--- config.mk ---
export PLATFORM = sky130hd
export DESIGN_NAME = scanline_irq_timer
export DESIGN_NICKNAME = d
export VERILOG_FILES = /design/src/rtl/sit_pkg.sv /design/src/rtl/sit_regs.sv /design/src/rtl/sit_prescaler.sv /design/src/rtl/sit_counter.sv /design/src/rtl/scanline_irq_timer.sv
export SDC_FILE = /design/constraint.sdc
export NUM_CORES = 1
export LEC_CHECK = 0
export CORE_UTILIZATION = 40
export DETAILED_ROUTE_END_ITERATION = 16
export SYNTH_ARGS = -nofsm -noshare
export SYNTH_HDL_FRONTEND = slang
export SYNTH_SLANG_ARGS = --single-unit
--- constraint.sdc ---
create_clock -name clk -period 5.5 [get_ports clk]
set_input_delay 1.1 -clock clk [delete_from_list [all_inputs] [get_ports clk]]
set_output_delay 1.1 -clock clk [all_outputs]
set_load 0.05 [all_outputs]
--- src/rtl/sit_pkg.sv ---
package sit_pkg;
   typedef enum logic [1:0] {
      SEL_RELOAD_LO = 2'd0,
      SEL_RELOAD_HI = 2'd1,
      SEL_CONTROL   = 2'd2,
      SEL_ACK       = 2'd3
   } sit_sel_e;

   localparam int CTRL_REARM = 0;
   localparam int CTRL_RUN   = 1;
endpackage

--- src/rtl/sit_regs.sv ---
module sit_regs
   import sit_pkg::*;
#(
   parameter int LAT_W = 8
) (
   input  logic             clk,
   input  logic             rst_n,
   input  logic             wr_en,
   input  logic [1:0]       wr_sel,
   input  logic [LAT_W-1:0] wr_data,
   output logic [LAT_W-1:0] reload_q,
   output logic [1:0]       ctrl_q,
   output logic             restart,
   output logic             clr_pend
);
   localparam int HALF = LAT_W / 2;

   sit_sel_e sel;
   assign sel = sit_sel_e'(wr_sel);

   // each half of the reload value has its own write select
   for (genvar h = 0; h < 2; h++) begin : g_half
      always_ff @(posedge clk) begin
         if (!rst_n)
            reload_q[h*HALF +: HALF] <= '0;
         else if (wr_en && (wr_sel == 2'(h)))
            reload_q[h*HALF +: HALF] <= wr_data[HALF-1:0];
      end
   end

   always_ff @(posedge clk) begin
      if (!rst_n) begin
         ctrl_q <= '0;
      end else if (wr_en) begin
         if (sel == SEL_CONTROL)
            ctrl_q <= wr_data[1:0];
         else if (sel == SEL_ACK)
            ctrl_q[CTRL_RUN] <= ctrl_q[CTRL_REARM];
      end
   end

   assign restart  = wr_en && (sel == SEL_CONTROL) && wr_data[CTRL_RUN];
   assign clr_pend = wr_en && wr_sel[1];

   logic unused_hi;
   assign unused_hi = &{1'b0, wr_data[LAT_W-1:HALF]};
endmodule

--- src/rtl/sit_prescaler.sv ---
module sit_prescaler #(
   parameter int INC   = 4,
   parameter int STEP  = 455,
   parameter int ACC_W = $clog2(STEP + INC)
) (
   input  logic             clk,
   input  logic             rst_n,
   input  logic             run,
   input  logic             restart,
   output logic             tick,
   output logic [ACC_W-1:0] phase_q
);
   localparam logic [ACC_W-1:0] INC_V  = ACC_W'(INC);
   localparam logic [ACC_W-1:0] STEP_V = ACC_W'(STEP);
   localparam logic [ACC_W-1:0] LAST_V = ACC_W'(STEP - INC);

   logic [ACC_W-1:0] phase_d;

   if ((STEP % INC) == 0) begin : g_exact
      // step is a whole number of clocks: plain wrap, no subtraction
      always_comb begin
         tick    = 1'b0;
         phase_d = phase_q;
         if (restart) begin
            phase_d = '0;
         end else if (run) begin
            if (phase_q == LAST_V) begin
               tick    = 1'b1;
               phase_d = '0;
            end else begin
               phase_d = phase_q + INC_V;
            end
         end
      end
   end else begin : g_frac
      // fractional step: remainder carries into the next step
      logic [ACC_W-1:0] sum;
      assign sum = phase_q + INC_V;
      always_comb begin
         tick    = 1'b0;
         phase_d = phase_q;
         if (restart) begin
            phase_d = '0;
         end else if (run) begin
            if (sum >= STEP_V) begin
               tick    = 1'b1;
               phase_d = sum - STEP_V;
            end else begin
               phase_d = sum;
            end
         end
      end
   end

   always_ff @(posedge clk) begin
      if (!rst_n) phase_q <= '0;
      else        phase_q <= phase_d;
   end
endmodule

--- src/rtl/sit_counter.sv ---
module sit_counter #(
   parameter int LAT_W = 8
) (
   input  logic             clk,
   input  logic             rst_n,
   input  logic             restart,
   input  logic             tick,
   input  logic             clr_pend,
   input  logic [LAT_W-1:0] reload_q,
   output logic [LAT_W-1:0] count_q,
   output logic             pend_q
);
   logic expire;
   assign expire = tick && (&count_q);

   always_ff @(posedge clk) begin
      if (!rst_n) begin
         count_q <= '0;
      end else if (restart || expire) begin
         count_q <= reload_q;
      end else if (tick) begin
         count_q <= count_q + 1'b1;
      end
   end

   // an acknowledge on the expiry edge takes priority
   always_ff @(posedge clk) begin
      if (!rst_n)        pend_q <= 1'b0;
      else if (clr_pend) pend_q <= 1'b0;
      else if (expire)   pend_q <= 1'b1;
   end
endmodule

--- src/rtl/scanline_irq_timer.sv ---
module scanline_irq_timer
   import sit_pkg::*;
#(
   parameter int LAT_W = 8,
   parameter int INC   = 4,
   parameter int STEP  = 455
) (
   input  logic             clk,
   input  logic             rst_n,
   input  logic             wr_en,
   input  logic [1:0]       wr_sel,
   input  logic [LAT_W-1:0] wr_data,
   output logic             irq
);
   localparam int ACC_W = $clog2(STEP + INC);

   if ((LAT_W % 2) != 0 || LAT_W < 4) begin : g_bad_width
      $error("LAT_W must be even and at least 4");
   end
   if (INC < 1 || STEP <= INC) begin : g_bad_step
      $error("STEP must exceed INC and INC must be positive");
   end

   logic [LAT_W-1:0] reload_q;
   logic [1:0]       ctrl_q;
   logic             restart;
   logic             clr_pend;
   logic             tick;
   logic [ACC_W-1:0] phase_q;
   logic [LAT_W-1:0] count_q;
   logic             pend_q;

   sit_regs #(.LAT_W(LAT_W)) u_regs (
      .clk      (clk),
      .rst_n    (rst_n),
      .wr_en    (wr_en),
      .wr_sel   (wr_sel),
      .wr_data  (wr_data),
      .reload_q (reload_q),
      .ctrl_q   (ctrl_q),
      .restart  (restart),
      .clr_pend (clr_pend)
   );

   sit_prescaler #(.INC(INC), .STEP(STEP), .ACC_W(ACC_W)) u_pre (
      .clk     (clk),
      .rst_n   (rst_n),
      .run     (ctrl_q[CTRL_RUN]),
      .restart (restart),
      .tick    (tick),
      .phase_q (phase_q)
   );

   sit_counter #(.LAT_W(LAT_W)) u_cnt (
      .clk      (clk),
      .rst_n    (rst_n),
      .restart  (restart),
      .tick     (tick),
      .clr_pend (clr_pend),
      .reload_q (reload_q),
      .count_q  (count_q),
      .pend_q   (pend_q)
   );

   assign irq = pend_q;
endmodule

# Yosys cells after proc, flatten, opt, wreduce, memory -nomap -nowiden
# Index checks and enable logic that the tools add are counted.
# W data, S select, Z words.
dict set report op_classes {
  addsub 3
  order_cmp 1
  n_reduce_logical 15
  muxes 8
  n_mul 0
  n_bitwise 1
  eq_ne 3
  n_shift 0
  div 0
}
# operator n
set ops {}
lappend ops {{$mux W8} 2}
lappend ops {{$add A9 B3 Y9 const B} 1}
lappend ops {{$ge A9 B9 Y1 const B} 1}
lappend ops {{$mux W9} 1}
lappend ops {{$sub A9 B9 Y9 const B} 1}
lappend ops {{$add A8 B1 Y8 const B} 1}
lappend ops {{$reduce_and A8 Y1} 1}
lappend ops {{$logic_and A1 B1 Y1} 6}
lappend ops {{$mux W1} 5}
lappend ops {{$eq A2 B2 Y1 const B} 2}
lappend ops {{$reduce_and A2 Y1} 2}
lappend ops {{$reduce_bool A2 Y1} 2}
lappend ops {{$reduce_or A2 Y1} 2}
lappend ops {{$eq A2 B1 Y1 const B} 1}
lappend ops {{$logic_not A2 Y1} 1}
lappend ops {{$logic_or A1 B1 Y1} 1}
lappend ops {{$not A1 Y1} 1}
dict set report totals {
  n_memories 0
  latchBits 0
  inputBits 13
  ram_bits 0
  regBits 28
  wordCells 38
  output_inout_bits 1
  mem_bits_ro 0
}

# Depth between registers and ports, before layout
dict set report logic_depth {
  ltp_word 8
  depth_mapped 9
  depth_no_buf 8
}

# Modules after synthesis
# A second synthesis with hierarchy kept.
dict set report unflattened {
  hier_cells 207
  hier_area_um2 1791.7
}
# module cells_each seq_area_each_um2 area_per_inst_um2 instances
set by_module_without_submodules {}
lappend by_module_without_submodules {sit_prescaler 96 180.2 807.0 1}
lappend by_module_without_submodules {sit_counter 69 180.2 555.5 1}
lappend by_module_without_submodules {sit_regs 42 200.2 429.2 1}

# Worst setup path before layout
# Ideal clock, no wire load.
dict set report synth_path {
  kind {input to register}
  from {input port wr_sel[0]}
  to {register u_cnt.count_q[4]}
  slack_ns 3.219
  setup_ns 0.130
  required_time_ns 5.370
  arrival_ns 2.150
  path_buffers 1
  cell_stages 5
  cell_sequence {nand2b_1 or2_2 nand2_1 clkbuf_1 o22ai_1}
}
dict set report synth_between {
  elab_chain_len 7
  word_cells_on_any_way 8
  classes_between {eq/ne: 1; mux: 2; reduce/logical: 5}
}
# item line
set synth_lines {}
lappend synth_lines {{start, declared} scanline_irq_timer.sv:11} ;# input logic [1:0] wr_sel,
lappend synth_lines {{$eq A2 B2 Y1 *} sit_regs.sv:42} ;# assign restart = wr_en && (sel == SEL_CONTROL) && wr_data[CTRL_RUN];
lappend synth_lines {{$logic_and A1 B1 Y1 * (2 in a row)} sit_regs.sv:42}
lappend synth_lines {{$mux W1} sit_prescaler.sv:42} ;# if (restart) begin
lappend synth_lines {{$logic_and A1 B1 Y1} sit_counter.sv:14} ;# assign expire = tick && (&count_q);
lappend synth_lines {{$logic_or A1 B1 Y1} sit_counter.sv:19} ;# end else if (restart || expire) begin
lappend synth_lines {{$mux W8 / $reduce_bool A2 Y1 (equally long branches)} -}
lappend synth_lines {{end signal, assigned} sit_counter.sv:20} ;# count_q <= reload_q;
lappend synth_lines {{end signal, assigned} sit_counter.sv:22} ;# count_q <= count_q + 1'b1;
lappend synth_lines {{end, declared} sit_counter.sv:10} ;# output logic [LAT_W-1:0] count_q,
# Every way passes the cells marked *; elsewhere a longest branch is shown, timed or not.
# A chain may end at the register's enable or synchronous reset.

# Worst setup path after layout
dict set report layout_path {
  from {input port wr_en}
  to {register u_pre.phase_q[4]}
}
dict set report layout_between {
  elab_chain_len 3
}
# item line
set layout_lines {}
lappend layout_lines {{start, declared} scanline_irq_timer.sv:10} ;# input logic wr_en,
lappend layout_lines {{$logic_and A1 B1 Y1 (2 in a row)} sit_regs.sv:42}
lappend layout_lines {{$reduce_or A2 Y1 (no line)} -}
lappend layout_lines {{end signal, assigned} sit_prescaler.sv:57} ;# else phase_q <= phase_d;
lappend layout_lines {{end, declared} sit_prescaler.sv:11} ;# output logic [ACC_W-1:0] phase_q
# Every way passes these cells.

==> results.py <==
metrics = {
    "run_status": {
        "outcome": "finished, final reports clean",
    },
    "synthesis": {
        "synth-seq-cells": 28,
        "post_synth_edffs": 0,
        "fraction_of_registers_with_async_set_reset": 0,
        "synth.net_count": 237,
        "average_footprint_of_a_synthesized_cell_um2": 8.18,
        "synth_ff_type": "sky130_fd_sc_hd__dfxtp_1",
        "gate_count_after_technology_mapping": 220,
        "post_synth_num_cell_types": 54,
        "netlist_area_um2": 1800,
        "synth_warnings": 0,
        "yosysSeqAreaShare": 0.312,
    },
    "placement": {
        "place.detailed.hpwl_mm": 2.70,
        "place.port_buffers": 9,
        "dp_cells": 267,
        "finalWeightedCongestion": 0.801,
        "place_ws_ns": 2.29,
    },
    "detailed_routing": {
        "drt-pass1-iter-count": 5,
        "routed_wire_length_per_instance_um": 14.1,
        "post_drt_via_cell_ratio": 5.61,
        "drt-total-wl_mm": 3.82,
        "drc": 0,
        "initialDrtViolationCount": 67,
        "dr_total_vias": 1519,
        "final_antenna_net_count": 0,
    },
    "sta": {
        "max_freq_mhz": 348,
        "setup_viol_count_final": 0,
        "hold_viol": 0,
        "timing_worst_slew_pin_value_ns": 0.866,
        "setup_repair_after_global_routing_missed_its_margin": "no",
        "whs_ns": 0.485,
        "setup_ws_ns": 2.63,
        "final_worst_path_period_need_ns": 2.87,
        "max_transition_viols_final": 0,
        "worst_skew_ns": 0.00504,
        "fin_crit_sh": 0.522,
        "max-slew-margin-rel": 0.421,
        "fin_tns_setup_ns": 0,
    },
    "layout": {
        "fillerInstances": 462,
        "post_route_cells_drive_above_1_share": 0.0685,
        "fin_nets": 237,
        "num_antenna_cells": 0,
        "syn_to_final_growth_pct": 7.58,
        "instances_no_fill": 271,
    },
    "worst_setup_path": {
        "worst-endpoint-arrival_ns": 3.02,
        "cp_slowest_stage_delay_ns": 0.49,
        "worst-path-max-fanout": 18,
        "crit_type": "input pin to flip-flop",
        "worstReg2RegEnd": "u_cnt.count_q[2]",
        "critical_path.reg2reg.startpoint": "u_pre.phase_q[2]",
        "timing.reg2reg.setup_slack_ns": 2.75,
        "worst_setup_path_startpoint": "wr_en",
        "timing.reg2reg.worst_path_depth": 7,
        "path_cells": "clkdlybuf4s50_1 > nand2_1 > or2_2 > nand2_1 > nor4_1 > o211ai_1 > o211ai_1",
        "worstSetupStartpointType": "input pin",
        "worst_setup_path_end_kind": "flip-flop",
        "cpMaxStageDelayCell": "sky130_fd_sc_hd__nand2_1",
        "timing.critical_path.required_ns": 5.65,
        "worst_setup_path_endpoint": "u_pre.phase_q[4]",
    },
    "floorplanning": {
        "std_cell_rows": 24,
        "dieArea_um2": 4770,
        "dieWidth_um": 69.1,
        "top_level_ports": 14,
        "initial_core_util": 0.416,
        "die_h_um": 69.1,
        "core-area_um2": 4320,
    },
    "worst_hold_path": {
        "min-delay-path-class": "flip-flop to flip-flop",
    },
    "global_route": {
        "grt.total_usage": 0.171,
        "grt-ovfl-total": 0,
        "vias_in_the_first_global_route": 1431,
        "wire_length_of_the_first_global_routing_pass_mm": 6.76,
        "antenna_found_initial": 0,
        "grt_start_max_net_pins": 19,
    },
    "cts": {
        "cts.htree.levels": 1,
        "clkLatencyLatePin_ns": 0.28,
        "path_clk_slew_ns": 0.10,
        "post_cts.resized_instances": 0,
        "clock_sinks": 28,
        "cts.path.max_buffers": 2,
        "cts-root-buf": "sky130_fd_sc_hd__clkbuf_8",
        "cts_setup_buffers": 0,
        "tritoncts.num_buffers": 3,
        "post_cts_hold_buffer_count": 0,
        "tritoncts": "done",
    },
    "job": {
        "max_cap_viol_count": 0,
    },
    "pwr": {
        "cellLeakagePower_nw": 0.691,
        "power_mw": 0.424,
        "max-vdd-ir-drop_mv": 0.114,
        "power.density_nw_per_um2": 219,
    },
}
layer usage:
metal | wire length, um | vias to the layer above | part of all wire | track usage
li1 | - | 788 | - | -
met1 | 1910 | 699 | 0.50 | 0.226
met2 | 1760 | 30 | 0.46 | 0.285
met3 | 138 | 2 | 0.036 | 0.0351
met4 | 8 | 0 | 0.0021 | 0.0363
met5 | 0 | - | 0 | 0
worst min path at each step:
stage                             to  cells after the start  slack [ns]          startpoint
global placement    u_cnt.count_q[4]                      2        0.46  u_regs.reload_q[4]
detailed placement  u_cnt.count_q[4]                      2        0.47  u_regs.reload_q[4]
finish              u_cnt.count_q[6]                      2        0.48  u_regs.reload_q[6]
CTS                 u_cnt.count_q[4]                      2        0.49  u_regs.reload_q[4]
floorplan           u_cnt.count_q[6]                      2        0.45  u_regs.reload_q[6]
global route        u_cnt.count_q[6]                      2        0.51  u_regs.reload_q[6]
Yosys cell counts (4+ instances only):
cell                       number  area, um2
sky130_fd_sc_hd__nand4_1        5       31.3
sky130_fd_sc_hd__mux2i_1       11        110
sky130_fd_sc_hd__nor2_1        26       97.6
sky130_fd_sc_hd__o22ai_1        5       31.3
sky130_fd_sc_hd__xnor2_1        7       61.3
sky130_fd_sc_hd__and3_1         4       25.0
sky130_fd_sc_hd__inv_1         11       41.3
sky130_fd_sc_hd__dfxtp_1       28        561
sky130_fd_sc_hd__o211ai_1       6       45.0
sky130_fd_sc_hd__ha_1           4       50.1
sky130_fd_sc_hd__nand2_1       21       78.8
sky130_fd_sc_hd__nand3_1        8       40.0
sky130_fd_sc_hd__clkbuf_1       6       22.5
sky130_fd_sc_hd__nand3b_1       4       30.0
sky130_fd_sc_hd__a21oi_1       15       75.1
cells by family after synthesis:
family | synth area share
simple gates | 0.268
compound gates | 0.210
flops | 0.312
buf+inv | 0.0730
mux | 0.0612
xor+xnor | 0.0487
fa+ha+maj | 0.0278
flip-flops by register name (all words and copies together) (netlist names):
| name | flops |
|---|---|
| u_cnt.count_q | 8 |
| u_cnt.pend_q | 1 |
| u_pre.phase_q | 9 |
| u_regs.ctrl_q | 2 |
| u_regs.reload_q | 8 |
layout by cell type, fill, tap and decap left out, types with 2 or more instances in the layout:
master,n
sky130_fd_sc_hd__a211oi_1,2
sky130_fd_sc_hd__a21oi_1,15
sky130_fd_sc_hd__a31oi_1,3
sky130_fd_sc_hd__a41oi_1,2
sky130_fd_sc_hd__and3_1,4
sky130_fd_sc_hd__and3b_1,2
sky130_fd_sc_hd__and4_1,2
sky130_fd_sc_hd__clkbuf_8,3
sky130_fd_sc_hd__clkdlybuf4s50_1,9
sky130_fd_sc_hd__dfxtp_1,28
sky130_fd_sc_hd__ha_1,4
sky130_fd_sc_hd__inv_1,11
sky130_fd_sc_hd__mux2i_1,11
sky130_fd_sc_hd__nand2_1,21
sky130_fd_sc_hd__nand2b_1,3
sky130_fd_sc_hd__nand3_1,8
sky130_fd_sc_hd__nand3b_1,4
sky130_fd_sc_hd__nand4_1,5
sky130_fd_sc_hd__nor2_1,26
sky130_fd_sc_hd__nor3_1,3
sky130_fd_sc_hd__o211a_1,2
sky130_fd_sc_hd__o211ai_1,6
sky130_fd_sc_hd__o21a_1,2
sky130_fd_sc_hd__o21ai_0,2
sky130_fd_sc_hd__o22ai_1,5
sky130_fd_sc_hd__or2_2,2
sky130_fd_sc_hd__xnor2_1,7
sky130_fd_sc_hd__xor2_1,3
cell type report:
type                            count  area, um2  area share
Clock buffer                        3       41.3      0.0213
Timing Repair Buffer                9       90.1      0.0465
Inverter                           11       41.3      0.0213
Clock inverter                      1       30.0      0.0155
Multi-Input combinational cell    167       1110       0.572
Sequential cell                    28        561       0.290
Tap cell                           52       65.1      0.0336
critical path: cells and delay by family:
kind            cells  cell delay (ns)
simple gates        4             1.14
buf+inv             1             0.48
compound gates      2             0.29
where the power goes:
group	switching, mW	leakage, nW	internal [mW]
registers	0.00816	0.227	0.209
clock network	0.0705	0.0357	0.0976
logic	0.0215	0.428	0.0172
through the flow:
| step | area (um2) | util |
|---|---|---|
| after floorplan | 1800 | - |
| after global placement | 1860 | 0.431 |
| after detailed placement | 1860 | 0.431 |
| after CTS | 1940 | 0.448 |
| after global routing | 1940 | 0.448 |
| final | 1940 | 0.448 |
Note: power is estimated with default switching activity, not from simulation.
